**config.mk**
```make
export PLATFORM = sky130hd
export DESIGN_NAME = i2c_regport_target
export DESIGN_NICKNAME = d
export VERILOG_FILES = /design/src/rtl/i2c_tgt_pkg.sv /design/src/rtl/i2c_line_sync.sv /design/src/rtl/i2c_bus_monitor.sv /design/src/rtl/i2c_ptr_unit.sv /design/src/rtl/i2c_read_path.sv /design/src/rtl/i2c_regport_target.sv
export SDC_FILE = /design/constraint.sdc
export NUM_CORES = 1
export LEC_CHECK = 0
export ABC_CLOCK_PERIOD_IN_PS = 6580
export BUFFER_PORTS_ARGS = -buffer_cell sky130_fd_sc_hd__buf_2
export CORE_AREA = 3 3 121 123
export DETAILED_ROUTE_END_ITERATION = 7
export DIE_AREA = 0 0 124 126
export PLACE_DENSITY = 0.43
export RECOVER_POWER = 100
export SLEW_MARGIN = 0
export SYNTH_ARGS = -nofsm -noshare
export SYNTH_HDL_FRONTEND = slang
export SYNTH_HIERARCHICAL = 1
export SYNTH_SLANG_ARGS = --single-unit
```
**constraint.sdc**
```tcl
create_clock -name clk -period 6.58 [get_ports clk]
set_clock_uncertainty 0.1 [all_clocks]
set_input_delay 0.987 -clock clk [delete_from_list [all_inputs] [get_ports clk]]
set_output_delay 0.987 -clock clk [all_outputs]
set_load 0.01 [all_outputs]
```
**src/rtl/i2c_tgt_pkg.sv**
```systemverilog
`timescale 1ns/1ps
package i2c_tgt_pkg;

    localparam int BYTE_W = 8;
    typedef logic [BYTE_W-1:0] byte_t;

    typedef enum logic [2:0] {
        ST_IDLE,
        ST_ADDR,
        ST_ADDR_ACK,
        ST_WR_RX,
        ST_WR_ACK,
        ST_RD_TX,
        ST_RD_MACK,
        ST_WAIT
    } tgt_state_e;

    typedef struct packed {
        logic scl;
        logic sda;
        logic scl_rise;
        logic scl_fall;
        logic start;
        logic stop;
    } bus_evt_t;

    // offset of a pointer from the first data byte, wraps below it
    function automatic byte_t data_offset(input byte_t p, input byte_t first);
        return p - first;
    endfunction

    function automatic logic in_data_range(input byte_t p, input byte_t first, input int axes);
        byte_t off;
        off = data_offset(p, first);
        return (p >= first) && (int'(off) < 2 * axes);
    endfunction

    // next pointer value; fast mode jumps over the low byte of each pair
    function automatic byte_t ptr_step(input byte_t p, input logic fast,
                                       input byte_t first, input int axes);
        byte_t off;
        off = data_offset(p, first);
        if (fast && in_data_range(p, first, axes) && !off[0])
            return p + 8'd2;
        return p + 8'd1;
    endfunction

endpackage

```
**src/rtl/i2c_line_sync.sv**
```systemverilog
`timescale 1ns/1ps
module i2c_line_sync #(
    parameter int STAGES = 2
) (
    input  logic clk,
    input  logic rst,
    input  logic line_i,
    output logic line_o
);
    logic [STAGES-1:0] chain_q;

    always_ff @(posedge clk) begin
        if (rst) chain_q <= '1;
        else     chain_q <= {chain_q[STAGES-2:0], line_i};
    end

    assign line_o = chain_q[STAGES-1];
endmodule

```
**src/rtl/i2c_bus_monitor.sv**
```systemverilog
`timescale 1ns/1ps
module i2c_bus_monitor
    import i2c_tgt_pkg::*;
#(
    parameter int SYNC_STAGES = 2
) (
    input  logic     clk,
    input  logic     rst,
    input  logic     scl_i,
    input  logic     sda_i,
    output bus_evt_t evt_o
);
    localparam int NLINES = 2;

    logic [NLINES-1:0] raw, synced;
    logic              scl_p, sda_p;

    assign raw = {scl_i, sda_i};

    for (genvar g = 0; g < NLINES; g++) begin : g_line
        i2c_line_sync #(.STAGES(SYNC_STAGES)) i_sync (
            .clk    (clk),
            .rst    (rst),
            .line_i (raw[g]),
            .line_o (synced[g])
        );
    end

    always_ff @(posedge clk) begin
        if (rst) begin
            scl_p <= 1'b1;
            sda_p <= 1'b1;
        end else begin
            scl_p <= synced[1];
            sda_p <= synced[0];
        end
    end

    always_comb begin
        evt_o.scl      = synced[1];
        evt_o.sda      = synced[0];
        evt_o.scl_rise = synced[1] & ~scl_p;
        evt_o.scl_fall = ~synced[1] & scl_p;
        evt_o.start    = synced[1] & scl_p & sda_p & ~synced[0];
        evt_o.stop     = synced[1] & scl_p & ~sda_p & synced[0];
    end
endmodule

```
**src/rtl/i2c_ptr_unit.sv**
```systemverilog
`timescale 1ns/1ps
module i2c_ptr_unit
    import i2c_tgt_pkg::*;
#(
    parameter byte_t DATA_FIRST = 8'h01,
    parameter int    NUM_AXES   = 3
) (
    input  logic  clk,
    input  logic  rst,
    input  logic  clear_i,
    input  logic  load_i,
    input  byte_t load_val_i,
    input  logic  adv_i,
    input  logic  fast_i,
    output byte_t ptr_o
);
    byte_t ptr_q;

    always_ff @(posedge clk) begin
        if (rst || clear_i) ptr_q <= '0;
        else if (load_i)    ptr_q <= load_val_i;
        else if (adv_i)     ptr_q <= ptr_step(ptr_q, fast_i, DATA_FIRST, NUM_AXES);
    end

    assign ptr_o = ptr_q;
endmodule

```
**src/rtl/i2c_read_path.sv**
```systemverilog
`timescale 1ns/1ps
module i2c_read_path
    import i2c_tgt_pkg::*;
#(
    parameter byte_t DATA_FIRST = 8'h01,
    parameter int    NUM_AXES   = 3,
    parameter byte_t ID_ADDR    = 8'h0D,
    parameter byte_t ID_VALUE   = 8'h2A,
    parameter byte_t RSV_LO     = 8'h40,
    parameter byte_t RSV_HI     = 8'h7F
) (
    input  logic  clk,
    input  logic  rst,
    input  logic  fetch_i,
    input  byte_t ptr_i,
    input  byte_t port_data_i,
    input  byte_t port_pair_i,
    output logic  port_rd_en_o,
    output byte_t byte_o
);
    byte_t off;
    logic  in_rng, is_hi, is_lo, is_id, is_rsv;
    byte_t snap_all [NUM_AXES];

    assign off    = data_offset(ptr_i, DATA_FIRST);
    assign in_rng = in_data_range(ptr_i, DATA_FIRST, NUM_AXES);
    assign is_hi  = in_rng & ~off[0];
    assign is_lo  = in_rng & off[0];
    assign is_id  = (ptr_i == ID_ADDR);
    assign is_rsv = (ptr_i >= RSV_LO) && (ptr_i <= RSV_HI);

    // one capture register per axis, loaded when its high byte is fetched
    for (genvar a = 0; a < NUM_AXES; a++) begin : g_axis
        byte_t snap_q;
        always_ff @(posedge clk) begin
            if (rst) snap_q <= '0;
            else if (fetch_i && is_hi && (off[7:1] == 7'(a))) snap_q <= port_pair_i;
        end
        assign snap_all[a] = snap_q;
    end

    always_comb begin
        byte_o = port_data_i;
        if (is_id)       byte_o = ID_VALUE;
        else if (is_rsv) byte_o = '0;
        else if (is_lo) begin
            for (int a = 0; a < NUM_AXES; a++)
                if (off[7:1] == 7'(a)) byte_o = snap_all[a];
        end
    end

    assign port_rd_en_o = fetch_i & ~is_id & ~is_rsv & ~is_lo;
endmodule

```
**src/rtl/i2c_regport_target.sv**
```systemverilog
`timescale 1ns/1ps
module i2c_regport_target
    import i2c_tgt_pkg::*;
#(
    parameter logic [6:0] DEV_ADDR_BASE = 7'b0011100,
    parameter int         SYNC_STAGES   = 2,
    parameter byte_t      DATA_FIRST    = 8'h01,
    parameter int         NUM_AXES      = 3,
    parameter byte_t      ID_ADDR       = 8'h0D,
    parameter byte_t      ID_VALUE      = 8'h2A,
    parameter byte_t      RSV_LO        = 8'h40,
    parameter byte_t      RSV_HI        = 8'h7F
) (
    input  logic       clk,
    input  logic       rst,
    input  logic       scl_i,
    input  logic       sda_i,
    output logic       sda_oe,
    input  logic       addr_sel,
    input  logic       fast_read,
    output logic       reg_rd_en,
    output logic       reg_wr_en,
    output logic [7:0] reg_addr,
    output logic [7:0] reg_wr_data,
    input  logic [7:0] reg_rd_data,
    input  logic [7:0] reg_rd_pair
);
    localparam int         CNT_W    = $clog2(BYTE_W + 1);
    localparam logic [CNT_W-1:0] BYTE_DONE = CNT_W'(BYTE_W);

    bus_evt_t   ev;
    tgt_state_e state;
    logic [CNT_W-1:0] bit_cnt;
    byte_t      rx_sh, tx_sh, ptr, rd_byte;
    logic       sda_oe_q, rw_q, ptr_phase, fetch_q;
    logic       ptr_load, ptr_adv, byte_end;
    logic       scl_sync, evt_start, evt_stop;

    i2c_bus_monitor #(.SYNC_STAGES(SYNC_STAGES)) i_mon (
        .clk   (clk),
        .rst   (rst),
        .scl_i (scl_i),
        .sda_i (sda_i),
        .evt_o (ev)
    );

    assign scl_sync  = ev.scl;
    assign evt_start = ev.start;
    assign evt_stop  = ev.stop;

    assign byte_end  = ev.scl_fall && (bit_cnt == BYTE_DONE);
    assign reg_wr_en = (state == ST_WR_RX) && byte_end && !ptr_phase && !ev.stop && !ev.start;
    assign ptr_load  = (state == ST_WR_RX) && byte_end && ptr_phase && !ev.stop && !ev.start;
    assign ptr_adv   = reg_wr_en || ((state == ST_RD_MACK) && ev.scl_rise && !ev.sda);

    i2c_ptr_unit #(.DATA_FIRST(DATA_FIRST), .NUM_AXES(NUM_AXES)) i_ptr (
        .clk        (clk),
        .rst        (rst),
        .clear_i    (ev.stop),
        .load_i     (ptr_load),
        .load_val_i (rx_sh),
        .adv_i      (ptr_adv),
        .fast_i     (fast_read),
        .ptr_o      (ptr)
    );

    i2c_read_path #(
        .DATA_FIRST (DATA_FIRST),
        .NUM_AXES   (NUM_AXES),
        .ID_ADDR    (ID_ADDR),
        .ID_VALUE   (ID_VALUE),
        .RSV_LO     (RSV_LO),
        .RSV_HI     (RSV_HI)
    ) i_rd (
        .clk          (clk),
        .rst          (rst),
        .fetch_i      (fetch_q),
        .ptr_i        (ptr),
        .port_data_i  (reg_rd_data),
        .port_pair_i  (reg_rd_pair),
        .port_rd_en_o (reg_rd_en),
        .byte_o       (rd_byte)
    );

    assign reg_addr    = ptr;
    assign reg_wr_data = rx_sh;
    assign sda_oe      = sda_oe_q;

    always_ff @(posedge clk) begin
        if (rst) begin
            state     <= ST_IDLE;
            bit_cnt   <= '0;
            rx_sh     <= '0;
            tx_sh     <= '0;
            sda_oe_q  <= 1'b0;
            rw_q      <= 1'b0;
            ptr_phase <= 1'b0;
            fetch_q   <= 1'b0;
        end else begin
            fetch_q <= 1'b0;
            if (fetch_q) tx_sh <= rd_byte;

            if (ev.stop) begin
                state    <= ST_IDLE;
                sda_oe_q <= 1'b0;
            end else if (ev.start) begin
                state    <= ST_ADDR;
                bit_cnt  <= '0;
                sda_oe_q <= 1'b0;
            end else begin
                unique case (state)
                    ST_IDLE, ST_WAIT: ;
                    ST_ADDR, ST_WR_RX: begin
                        if (ev.scl_rise && (bit_cnt < BYTE_DONE)) begin
                            rx_sh   <= {rx_sh[BYTE_W-2:0], ev.sda};
                            bit_cnt <= bit_cnt + 1'b1;
                        end else if (byte_end) begin
                            bit_cnt <= '0;
                            if (state == ST_ADDR) begin
                                if (rx_sh[7:1] == {DEV_ADDR_BASE[6:1], addr_sel}) begin
                                    sda_oe_q  <= 1'b1;
                                    rw_q      <= rx_sh[0];
                                    ptr_phase <= ~rx_sh[0];
                                    fetch_q   <= rx_sh[0];
                                    state     <= ST_ADDR_ACK;
                                end else begin
                                    state <= ST_WAIT;
                                end
                            end else begin
                                sda_oe_q  <= 1'b1;
                                ptr_phase <= 1'b0;
                                state     <= ST_WR_ACK;
                            end
                        end
                    end
                    ST_ADDR_ACK: begin
                        if (ev.scl_fall) begin
                            if (rw_q) begin
                                sda_oe_q <= ~tx_sh[BYTE_W-1];
                                tx_sh    <= {tx_sh[BYTE_W-2:0], 1'b0};
                                bit_cnt  <= CNT_W'(1);
                                state    <= ST_RD_TX;
                            end else begin
                                sda_oe_q <= 1'b0;
                                state    <= ST_WR_RX;
                            end
                        end
                    end
                    ST_WR_ACK: begin
                        if (ev.scl_fall) begin
                            sda_oe_q <= 1'b0;
                            state    <= ST_WR_RX;
                        end
                    end
                    ST_RD_TX: begin
                        if (ev.scl_fall) begin
                            if (bit_cnt < BYTE_DONE) begin
                                sda_oe_q <= ~tx_sh[BYTE_W-1];
                                tx_sh    <= {tx_sh[BYTE_W-2:0], 1'b0};
                                bit_cnt  <= bit_cnt + 1'b1;
                            end else begin
                                sda_oe_q <= 1'b0;
                                bit_cnt  <= '0;
                                state    <= ST_RD_MACK;
                            end
                        end
                    end
                    ST_RD_MACK: begin
                        if (ev.scl_rise) begin
                            if (ev.sda) state   <= ST_WAIT;
                            else        fetch_q <= 1'b1;
                        end else if (ev.scl_fall) begin
                            sda_oe_q <= ~tx_sh[BYTE_W-1];
                            tx_sh    <= {tx_sh[BYTE_W-2:0], 1'b0};
                            bit_cnt  <= CNT_W'(1);
                            state    <= ST_RD_TX;
                        end
                    end
                    default: state <= ST_IDLE;
                endcase
            end
        end
    end
endmodule

```
==> results_dict.tcl, run 1 <==
set metrics [dict create \
    outcome "complete, but fails checks" \
    violations "max-capacitance violations, max-slew violations" \
    grt_pass1_vias 3372 \
    cp.required_ps 5490 \
    grt_start_max_net_pins 58 \
    vias 3528 \
    fin_tns_setup_ps 0 \
    vias_per_cell 5.09 \
    critPathSlowestCell "dfxtp_1" \
    cts_buffers 9 \
    synth_edf_count 0 \
    floorplan.initialDensity 0.297 \
    synth_seq_cells 65 \
    r2r.worst_path.cells 8 \
    num_io_pins 41 \
    grt_pass1_wl_um 17900 \
    placed_cells 677 \
    clk_pin_slew_worst_paths_ps 60 \
    max_slew_margin -0.668 \
    syn_avg_cell_area_um2 8.45 \
    vdd_ir_drop_max_mv 0.112 \
    cts_max_level 3 \
    cts_buffer_depth 2 \
    nFillCells 1496 \
    die_w_um 124 \
    synth_area_mm2 0.00409 \
    path_buf_inv 2 \
    syn_to_final_growth_pct 12.7 \
    p_total_w 0.000985 \
    seqPwrFrac 0.413 \
    max_stage_delay_ps 700 \
    overflow 0 \
    die_height_um 126 \
    internal_power_w 0.000763 \
    clock_sinks 65 \
    critical_path_depth 8 \
    synthFlopType "dfxtp_1" \
    cts_resized 0 \
    slew_violations 85 \
    crit_path_max_fanout 19 \
    finalNonFillerCells 693 \
    row_count 43 \
    pwr-share-comb 0.057 \
    wl_per_cell_um 15.5 \
    drc 0 \
    gp_congestion 0.840 \
    worstMarginPinSlew_ps 2500 \
    fin_crit_ps 4500 \
    grt_util_all_layers 0.146 \
    antenna_found_initial 0 \
    clk-insertion-delay-late_ps 340 \
    final_antenna_net_count 0 \
    dpl.hpwl_um 7590 \
    clkPwrFrac 0.530 \
    yosysSeqAreaShare 0.318 \
    design.die.area_mm2 0.0156 \
    crit_family "compound AO/OA/AOI/OAI gates" \
    hold_viol 0 \
    setup_violations 0 \
    fmax_ghz 0.222 \
    tritoncts "built" \
    antenna_cells 0 \
    critPathCaptureType "output pin" \
    cp-start-kind "register" \
    post-route-period-util 0.684 \
    postCtsSetupBuffers 0 \
    wl_um 10800 \
    portBuffers 40 \
    cts_hold_buf 0 \
    maxCapViolCount 4 \
    holdCritPathClass "reg2reg" \
    p_sw_frac 0.226 \
    synth_fp_nets 516 \
    min_path_cells 1 \
    drt_pass1_iterations 4 \
    leakage_nw 1.68 \
    first_iter_violations 341 \
    syn_inst 484 \
    worst-setup-path-type "reg2out" \
    layout.nets 540 \
    cts_root_buf "clkbuf_16" \
    rsz0062_at_grt "no" \
    yosysWarnings 6 \
    p_per_area_mw_per_mm2 214 \
    crit_arrival_ps 3410 \
    synth.distinct_cells 78 \
    drive_gt1_frac 0.109 \
    coreArea_mm2 0.0138 \
    worstPathCellList "inv_1 -> ha_1 -> o21ai_0 -> o31ai_4 -> a32oi_1 -> a211o_1 -> and3b_1 -> clkbuf_1" \
    multi_input_area_mm2 0.00248 \
    seqCellArea_mm2 0.00130 \
    synth-async-reset-ratio 0 \
    netSwitchingPower_w 0.000222 \
]
-- state kept, by name (all words and copies together) (netlist names) --
signal,cells
tx_sh,8
ptr_phase,1
i_mon/sda_p,1
i_ptr/ptr_o,8
state,3
bit_cnt,4
sda_oe,1
fetch_q,1
i_mon/g_line.i_sync/chain_q,4
i_mon/scl_p,1
i_rd/g_axis.snap_q,24
reg_wr_data,8
rw_q,1
-- power by group through the flow --
stage | Combinational (W) | Sequential (W) | Clock, W
CTS | 0.0000573 | 0.000407 | 0.000539
floorplan | 0.0000444 | 0.000408 | 0
finish | 0.0000557 | 0.000407 | 0.000522
global placement | 0.0000568 | 0.000415 | 0
global route | 0.0000631 | 0.000408 | 0.000553
detailed placement | 0.0000571 | 0.000415 | 0
-- per-stage QoR --
stage	setup WS, ps	instance area (µm²)	hold WS, ps	util
after floorplan	3030	4090	283	-
after global placement	2710	4390	288	0.318
after detailed placement	2600	4390	294	0.318
after CTS	2230	4710	308	0.342
after global routing	1660	4610	316	0.335
final	2080	4610	304	0.335
-- worst register-to-register path: stages (launching register included) --
cell,delay (ps)
dfxtp_1,500
inv_1,130
ha_1,370
o21ai_0,280
o31ai_4,230
a32oi_1,320
nor4_1,1840
mux2i_1,340
nor2_1,50
-- layer usage --
layer / vias up / routed length [µm] / track usage / share of wire
li1: 1805 / - / - / -
met1: 1665 / 5220 / 0.201 / 0.49
met2: 44 / 5000 / 0.223 / 0.46
met3: 14 / 325 / 0.0242 / 0.030
met4: 0 / 210 / 0.0644 / 0.020
met5: - / 0 / 0 / 0
-- cell families (layout without fill, tap and decap cells) --
logic type	count (synthesis)	after routing	synth area share
fa+ha+maj	10	10	0.0306
flops	65	65	0.318
mux	43	43	0.105
xor+xnor	6	6	0.0128
compound gates	114	114	0.210
buf+inv	56	85	0.0602
simple gates	190	190	0.263
-- cell usage after synthesis, types with 6 or more instances --
master,count,area (µm²)
nor2_1,72,270
dfxtp_1,65,1300
nor3_1,12,60.1
nand3_1,15,75.1
a22oi_1,6,45.0
clkbuf_1,11,41.3
mux2i_1,43,430
or2_1,7,43.8
a211o_1,6,52.6
a211oi_1,9,67.6
a21oi_1,23,115
ha_1,10,125
or3_1,6,37.5
inv_1,26,97.6
buf_2,12,60.1
nand2b_1,9,56.3
o21ai_0,17,85.1
nor2b_1,9,56.3
o211ai_1,10,75.1
nand2_1,17,63.8
o31ai_1,8,60.1
-- cell type report --
| cell class | count | share of cell area |
|---|---|---|
| Clock inverter | 5 | 0.0171 |
| Sequential cell | 65 | 0.282 |
| Timing Repair Buffer | 42 | 0.0399 |
| Clock buffer | 11 | 0.0526 |
| Inverter | 27 | 0.0220 |
| Multi-Input combinational cell | 363 | 0.537 |
| Tap cell | 180 | 0.0488 |
-- cell usage in the layout, fill, tap and decap left out, drive strengths merged, types with 3 or more instances in the layout --
| cell type | netlist | routed |
|---|---|---|
| o2bb2ai | 3 | 3 |
| a21oi | 25 | 25 |
| a22oi | 6 | 6 |
| a221oi | 4 | 4 |
| inv | 26 | 26 |
| buf | 16 | 21 |
| o211a | 3 | 3 |
| ha | 10 | 10 |
| a211oi | 9 | 9 |
| nand2b | 10 | 10 |
| clkinv | 1 | 4 |
| xor2 | 3 | 3 |
| nor3b | 4 | 4 |
| xnor2 | 3 | 3 |
| clkbuf | 13 | 32 |
| o21ai | 18 | 18 |
| nor4b | 3 | 3 |
| o211ai | 10 | 10 |
| o221ai | 3 | 3 |
| nor4 | 4 | 4 |
| nand3 | 16 | 16 |
| nor3 | 15 | 15 |
| or2 | 9 | 9 |
| or4b | 3 | 3 |
| nor2b | 9 | 9 |
| o31ai | 10 | 10 |
| or3 | 7 | 7 |
| dfxtp | 65 | 65 |
| and3 | 5 | 5 |
| mux2i | 43 | 43 |
| nor2 | 73 | 73 |
| nand2 | 17 | 17 |
| o22ai | 3 | 3 |
| a211o | 6 | 6 |
-- path summary, 6_finish.rpt --
path,from,end,slack [ps]
max,i_ptr/ptr_o[0],reg_rd_en,2080
min,i_mon/g_line[0].i_sync/chain_q[0],i_mon/g_line[0].i_sync/chain_q[1],300
max reg2reg,i_ptr/ptr_o[0],i_rd/g_axis[0].snap_q[0],2200
min reg2reg,i_mon/g_line[0].i_sync/chain_q[0],i_mon/g_line[0].i_sync/chain_q[1],300
Power figures use the tool's default switching activity.
==> run 2: changes to the inputs <==
--- a/config.mk
+++ b/config.mk
@@ -5,12 +5,12 @@
 export SDC_FILE = /design/constraint.sdc
 export NUM_CORES = 1
 export LEC_CHECK = 0
-export ABC_CLOCK_PERIOD_IN_PS = 6580
+export ABC_CLOCK_PERIOD_IN_PS = 4100
 export BUFFER_PORTS_ARGS = -buffer_cell sky130_fd_sc_hd__buf_2
 export CORE_AREA = 3 3 121 123
 export DETAILED_ROUTE_END_ITERATION = 7
 export DIE_AREA = 0 0 124 126
-export PLACE_DENSITY = 0.43
+export PLACE_DENSITY = 0.44
 export RECOVER_POWER = 100
 export SLEW_MARGIN = 0
 export SYNTH_ARGS = -nofsm -noshare
==> constraint.sdc (replaced) <==
create_clock -name clk -period 4.1 [get_ports clk]
set_clock_uncertainty 0.1 [all_clocks]
set_input_delay 0.615 -clock clk [delete_from_list [all_inputs] [get_ports clk]]
set_output_delay 0.615 -clock clk [all_outputs]
set_load 0.01 [all_outputs]
==> run 2 against run 1 <==
Effect of this change:
- the run still ends with max-capacitance violations, max-slew violations left
- non-clock buffer count rose by 4
- global-route usage rose by 0.20 points
- hold slack got worse by 3.5 ps
- critical path depth did not move
- first-iteration DRC count fell by 18%
- sequential share of layout area fell by 0.37 points
- die area did not move
- sequential power rose by 58%
- final area rose by 1.3%
- register-to-register slack got worse by 1800 ps
- critical endpoint unchanged
- largest power group unchanged
==> results_dict.tcl, run 2 (same netlist as run 1, synthesis figures left out) <==
set metrics [dict create \
    finalNonFillerCells 697 \
    leakage_nw 1.70 \
    slew_violations 66 \
    vias 3584 \
    drive_gt1_frac 0.126 \
    design.die.area_mm2 0.0156 \
    clock_sinks 65 \
    layout_common_cells "72 x nor2_1, 65 x dfxtp_1, 43 x mux2i_1, 26 x inv_1" \
    wl_per_cell_um 15.9 \
    pwr-share-comb 0.065 \
    p_sw_frac 0.225 \
    layout_commonest_cell "nor2_1" \
    coreArea_mm2 0.0138 \
    die_w_um 124 \
    grt_pass1_vias 3528 \
    critPathCaptureType "output pin" \
    placed_cells 681 \
    holdCritPathClass "reg2reg" \
    cp.required_ps 3380 \
    cts_buffers 9 \
    cts_buffer_depth 2 \
    floorplan.initialDensity 0.297 \
    worstPathCellList "inv_1 -> ha_1 -> o21ai_0 -> o31ai_4 -> a32oi_4 -> a211o_1 -> and3b_1 -> clkbuf_1" \
    cts_hold_buf 0 \
    clk_pin_slew_worst_paths_ps 60 \
    portBuffers 40 \
    cts_root_buf "clkbuf_16" \
    p_total_w 0.00155 \
    netSwitchingPower_w 0.000349 \
    first_iter_violations 279 \
    hold_viol 0 \
    grt_start_max_net_pins 57 \
    layout.nets 544 \
    critPathSlowestCell "dfxtp_1" \
    cts_max_level 3 \
    utilization 0.339 \
    num_io_pins 41 \
    row_count 43 \
    internal_power_w 0.00120 \
    die_height_um 126 \
    dpl.hpwl_um 7800 \
    clk-insertion-delay-late_ps 340 \
    largest-register "i_rd/g_axis.snap_q" \
    post-route-period-util 0.934 \
    vdd_ir_drop_max_mv 0.132 \
    wl_um 11100 \
    fin_tns_setup_ps 0 \
    clkPwrFrac 0.519 \
    p_per_area_mw_per_mm2 331 \
    tritoncts "built" \
    vias_per_cell 5.14 \
    fmax_ghz 0.261 \
    violations "max-capacitance violations, max-slew violations" \
    final_antenna_net_count 0 \
    fin_crit_ps 3830 \
    crit_path_max_fanout 17 \
    path_buf_inv 2 \
    largest_reg_flops 24 \
    setup_violations 0 \
    finish.instance_area_mm2 0.00467 \
    overflow 0 \
    gp_congestion 0.884 \
    grt_util_all_layers 0.148 \
    syn_to_final_growth_pct 14.2 \
    max_stage_delay_ps 590 \
    crit_family "compound AO/OA/AOI/OAI gates" \
    cp-start-kind "register" \
    max_slew_margin -0.636 \
    grt_pass1_wl_um 18400 \
    rsz0062_at_grt "no" \
    outcome "complete, but fails checks" \
    seqPwrFrac 0.416 \
    worstMarginPinSlew_ps 2450 \
    drt_pass1_iterations 4 \
    antenna_found_initial 0 \
    crit_arrival_ps 3120 \
    worst-setup-path-type "reg2out" \
    antenna_cells 0 \
    drc 0 \
    placed_area_mm2 0.00442 \
    maxCapViolCount 2 \
]
## run 2: cell types whose count changed in the layout (fill, tap and decap cells not counted), moves of 2 or more
cell | previous run | this run
buf_4 | 0 | 4
clkbuf_8 | 1 | 3
nor3_1 | 14 | 12
nor3_2 | 1 | 3
## run 2: timing repair
| item | in CTS | in global routing |
|---|---|---|
| hold endpoints to repair | 0 | 0 |
| gates resized for setup | 0 | 1 |
| setup endpoints to repair | 0 | 1 |
| setup buffers | 0 | 0 |
## run 2: layer usage
layer | track usage | wire (µm) | up-vias
li1 | - | - | 1819
met1 | 0.200 | 5310 | 1686
met2 | 0.233 | 5130 | 61
met3 | 0.0211 | 353 | 18
met4 | 0.0644 | 254 | 0
met5 | 0 | 0 | -
## run 2: layout make-up
cell class	count	area (µm²)
clock inverters	2	35.0
flip-flops and latches	65	1300
inverters	27	101
well taps	180	225
repair buffers	46	214
fillers	1505	9100
multi-input cells	363	2520
clock buffers	14	274
## run 2: final timing paths
check	from	endpoint	slack (ps)	cells after the start
worst max-delay path	i_ptr/ptr_o[1]	reg_rd_en	270	8
worst min-delay path	i_mon/g_line[0].i_sync/chain_q[0]	i_mon/g_line[0].i_sync/chain_q[1]	300	1
worst max register to register	i_ptr/ptr_o[1]	i_rd/g_axis[0].snap_q[5]	400	8
worst min register to register	i_mon/g_line[0].i_sync/chain_q[0]	i_mon/g_line[0].i_sync/chain_q[1]	300	1
## run 2: power by group through the flow
| stage | Clock [W] | Combinational [W] | Sequential, W |
|---|---|---|---|
| finish | 0.000802 | 0.000101 | 0.000644 |
| global route | 0.000851 | 0.000113 | 0.000644 |
| CTS | 0.000828 | 0.000103 | 0.000644 |
| detailed placement | 0 | 0.000103 | 0.000658 |
| global placement | 0 | 0.000102 | 0.000658 |
| floorplan | 0 | 0.0000713 | 0.000655 |
## run 2: through the flow
stage	hold WS (ps)	worst slack [ps]
floorplan	283	919
global placement	289	660
detailed placement	287	559
CTS	300	176
global route	322	56.5
finish	300	270
==> run 3: changes to the inputs <==
--- a/config.mk
+++ b/config.mk
@@ -12,6 +12,7 @@
 export DIE_AREA = 0 0 124 126
 export PLACE_DENSITY = 0.44
 export RECOVER_POWER = 100
+export REMOVE_ABC_BUFFERS = 1
 export SLEW_MARGIN = 0
 export SYNTH_ARGS = -nofsm -noshare
 export SYNTH_HDL_FRONTEND = slang
==> run 3 against run 2 <==
Effect of this change:
- the flow still finishes with violations (max-capacitance violations, max-slew violations)
- highest routed layer unchanged
- utilization grew 0.45 points
- clock-buffer cell count shrank 5
- total power grew 9.8%
- final area grew 1.3%
- sequential power is essentially flat
- critical endpoint unchanged
- largest power group unchanged
- routed wire length grew 0.43%
- global-route usage grew 0.16 points
- clock power grew 19%
- via count grew 0.50%
- flip-flop and latch count is the same
==> results_dict.tcl, run 3 (same netlist as run 1, synthesis figures left out) <==
set metrics [dict create \
    seqPwrFrac 0.379 \
    antenna_cells 0 \
    first_iter_violations 300 \
    grt.busiest_layer "met2" \
    startpoint "i_ptr/ptr_o[0]" \
    critPathCaptureType "output pin" \
    cts_root_buf "clkbuf_16" \
    worstMarginPinSlew_ps 2540 \
    die_w_um 124 \
    reg2reg_slack_ps 490 \
    netSwitchingPower_w 0.000363 \
    pwr-share-comb 0.060 \
    largest-register "i_rd/g_axis.snap_q" \
    clock_sinks 65 \
    tritoncts "built" \
    drive_gt1_frac 0.131 \
    crit_path_max_fanout 18 \
    layout_common_cells "72 x nor2_1, 64 x dfxtp_1, 43 x mux2i_1, 26 x inv_1, 24 x buf_2" \
    finish.instance_area_mm2 0.00473 \
    vias 3602 \
    max_slew_margin -0.690 \
    clk-insertion-delay-late_ps 330 \
    vdd_ir_drop_max_mv 0.150 \
    grt_util_all_layers 0.149 \
    dp_slack_ps 597 \
    hold_ws_ps 301 \
    design.die.area_mm2 0.0156 \
    p_sw_frac 0.214 \
    setup_violations 0 \
    slew_violations 57 \
    holdCritPathClass "reg2reg" \
    dpl.hpwl_um 7720 \
    worst-setup-path-type "reg2out" \
    internal_power_w 0.00133 \
    cts_max_level 3 \
    gp_congestion 0.849 \
    grt_pass1_wl_um 18400 \
    postCtsSetupBuffers 0 \
    layout_commonest_cell "nor2_1" \
    syn_to_final_growth_pct 15.7 \
    p_per_area_mw_per_mm2 359 \
    met2_usage 0.226 \
    final_antenna_net_count 0 \
    fmax_ghz 0.270 \
    layout.nets 546 \
    post-route-period-util 0.903 \
    fin_tns_setup_ps 0 \
    largest_reg_flops 24 \
    maxCapViolCount 1 \
    coreArea_mm2 0.0138 \
    antenna_found_initial 0 \
    use_met3 0.0233 \
    portBuffers 40 \
    crit_arrival_ps 2990 \
    vias_per_cell 5.15 \
    min_path_cells 1 \
    cp.required_ps 3380 \
    hp-start "i_mon/g_line[1].i_sync/chain_q[0]" \
    violations "max-capacitance violations, max-slew violations" \
    grt_start_max_net_pins 57 \
    cts_buffers 9 \
    grtUsageMet1 0.215 \
    leakage_nw 1.74 \
    row_count 43 \
    overflow 0 \
    wl_um 11100 \
    grt_pass1_vias 3440 \
    clkPwrFrac 0.561 \
    timing.rr.end "i_rd/g_axis[0].snap_q[6]" \
    floorplan.initialDensity 0.297 \
    num_io_pins 41 \
    rsz0062_at_grt "no" \
    drt_pass1_iterations 5 \
    cts_buffer_depth 2 \
    wl_per_cell_um 15.9 \
    die_height_um 126 \
    rr_startpoint "i_ptr/ptr_o[0]" \
    r2r.worst_path.cells 7 \
    drc 0 \
    outcome "complete, but fails checks" \
    hold_end "i_mon/g_line[1].i_sync/chain_q[1]" \
    layout_setup_ws_ps 400 \
    clk_pin_slew_worst_paths_ps 60 \
    hold_viol 0 \
    cp-start-kind "register" \
    fin_crit_ps 3700 \
    placed_area_mm2 0.00443 \
]
==> run 3: metrics by stage <==
| stage | power (W) | utilization | instances |
|---|---|---|---|
| 4_1_cts | 0.00173 | 0.348 | 699 |
| 3_5_place_dp | 0.000761 | 0.322 | 683 |
| 3_3_place_gp | 0.000760 | 0.322 | 683 |
| 6_report | 0.00170 | 0.344 | 699 |
| 5_1_grt | 0.00177 | 0.344 | 699 |
| 2_1_floorplan | 0.000717 | - | 455 |
==> run 3: per-layer routing <==
layer	share of wire	wire [µm]
met2	0.46	5080
met4	0.016	179
met1	0.50	5490
met5	0	0
met3	0.031	343
==> run 3: how the worst max path moves through the flow <==
stage	slack, ps	cells past startpoint	endpoint
final	400	7	reg_rd_en
after global routing	130	7	reg_rd_en
after CTS	220	8	reg_rd_en
after detailed placement	600	8	reg_rd_en
after global placement	730	8	reg_rd_en
after floorplan	960	10	tx_sh[1]
==> run 3: final cells by class <==
| type | count | area, µm² |
|---|---|---|
| Fill cell | 1493 | 9040 |
| Multi-Input combinational cell | 363 | 2520 |
| Sequential cell | 65 | 1300 |
| Clock buffer | 9 | 225 |
| Tap cell | 180 | 225 |
| Timing Repair Buffer | 48 | 221 |
| Clock inverter | 7 | 143 |
| Inverter | 27 | 101 |
==> run 3: power by group through the flow <==
| stage | registers (W) | logic [W] | clock network (W) |
|---|---|---|---|
| after floorplan | 0.000662 | 0.0000544 | 0 |
| after global placement | 0.000658 | 0.000102 | 0 |
| after detailed placement | 0.000658 | 0.000103 | 0 |
| after CTS | 0.000644 | 0.000103 | 0.000985 |
| after global routing | 0.000645 | 0.000114 | 0.00101 |
| final | 0.000644 | 0.000101 | 0.000953 |
==> run 3: what timing repair did <==
item,CTS,global route
resized for setup,0,1
hold buffers,0,0
setup endpoints to repair,0,1
==> run 3: worst max-delay path, stage by stage, from the launching register on <==
cell      delay (ps)
dfxtp_1          320
clkbuf_1         590
o21ai_0          350
nor4b_1          450
nor2_1            80
a211o_1          470
and3b_1          270
clkbuf_1         120
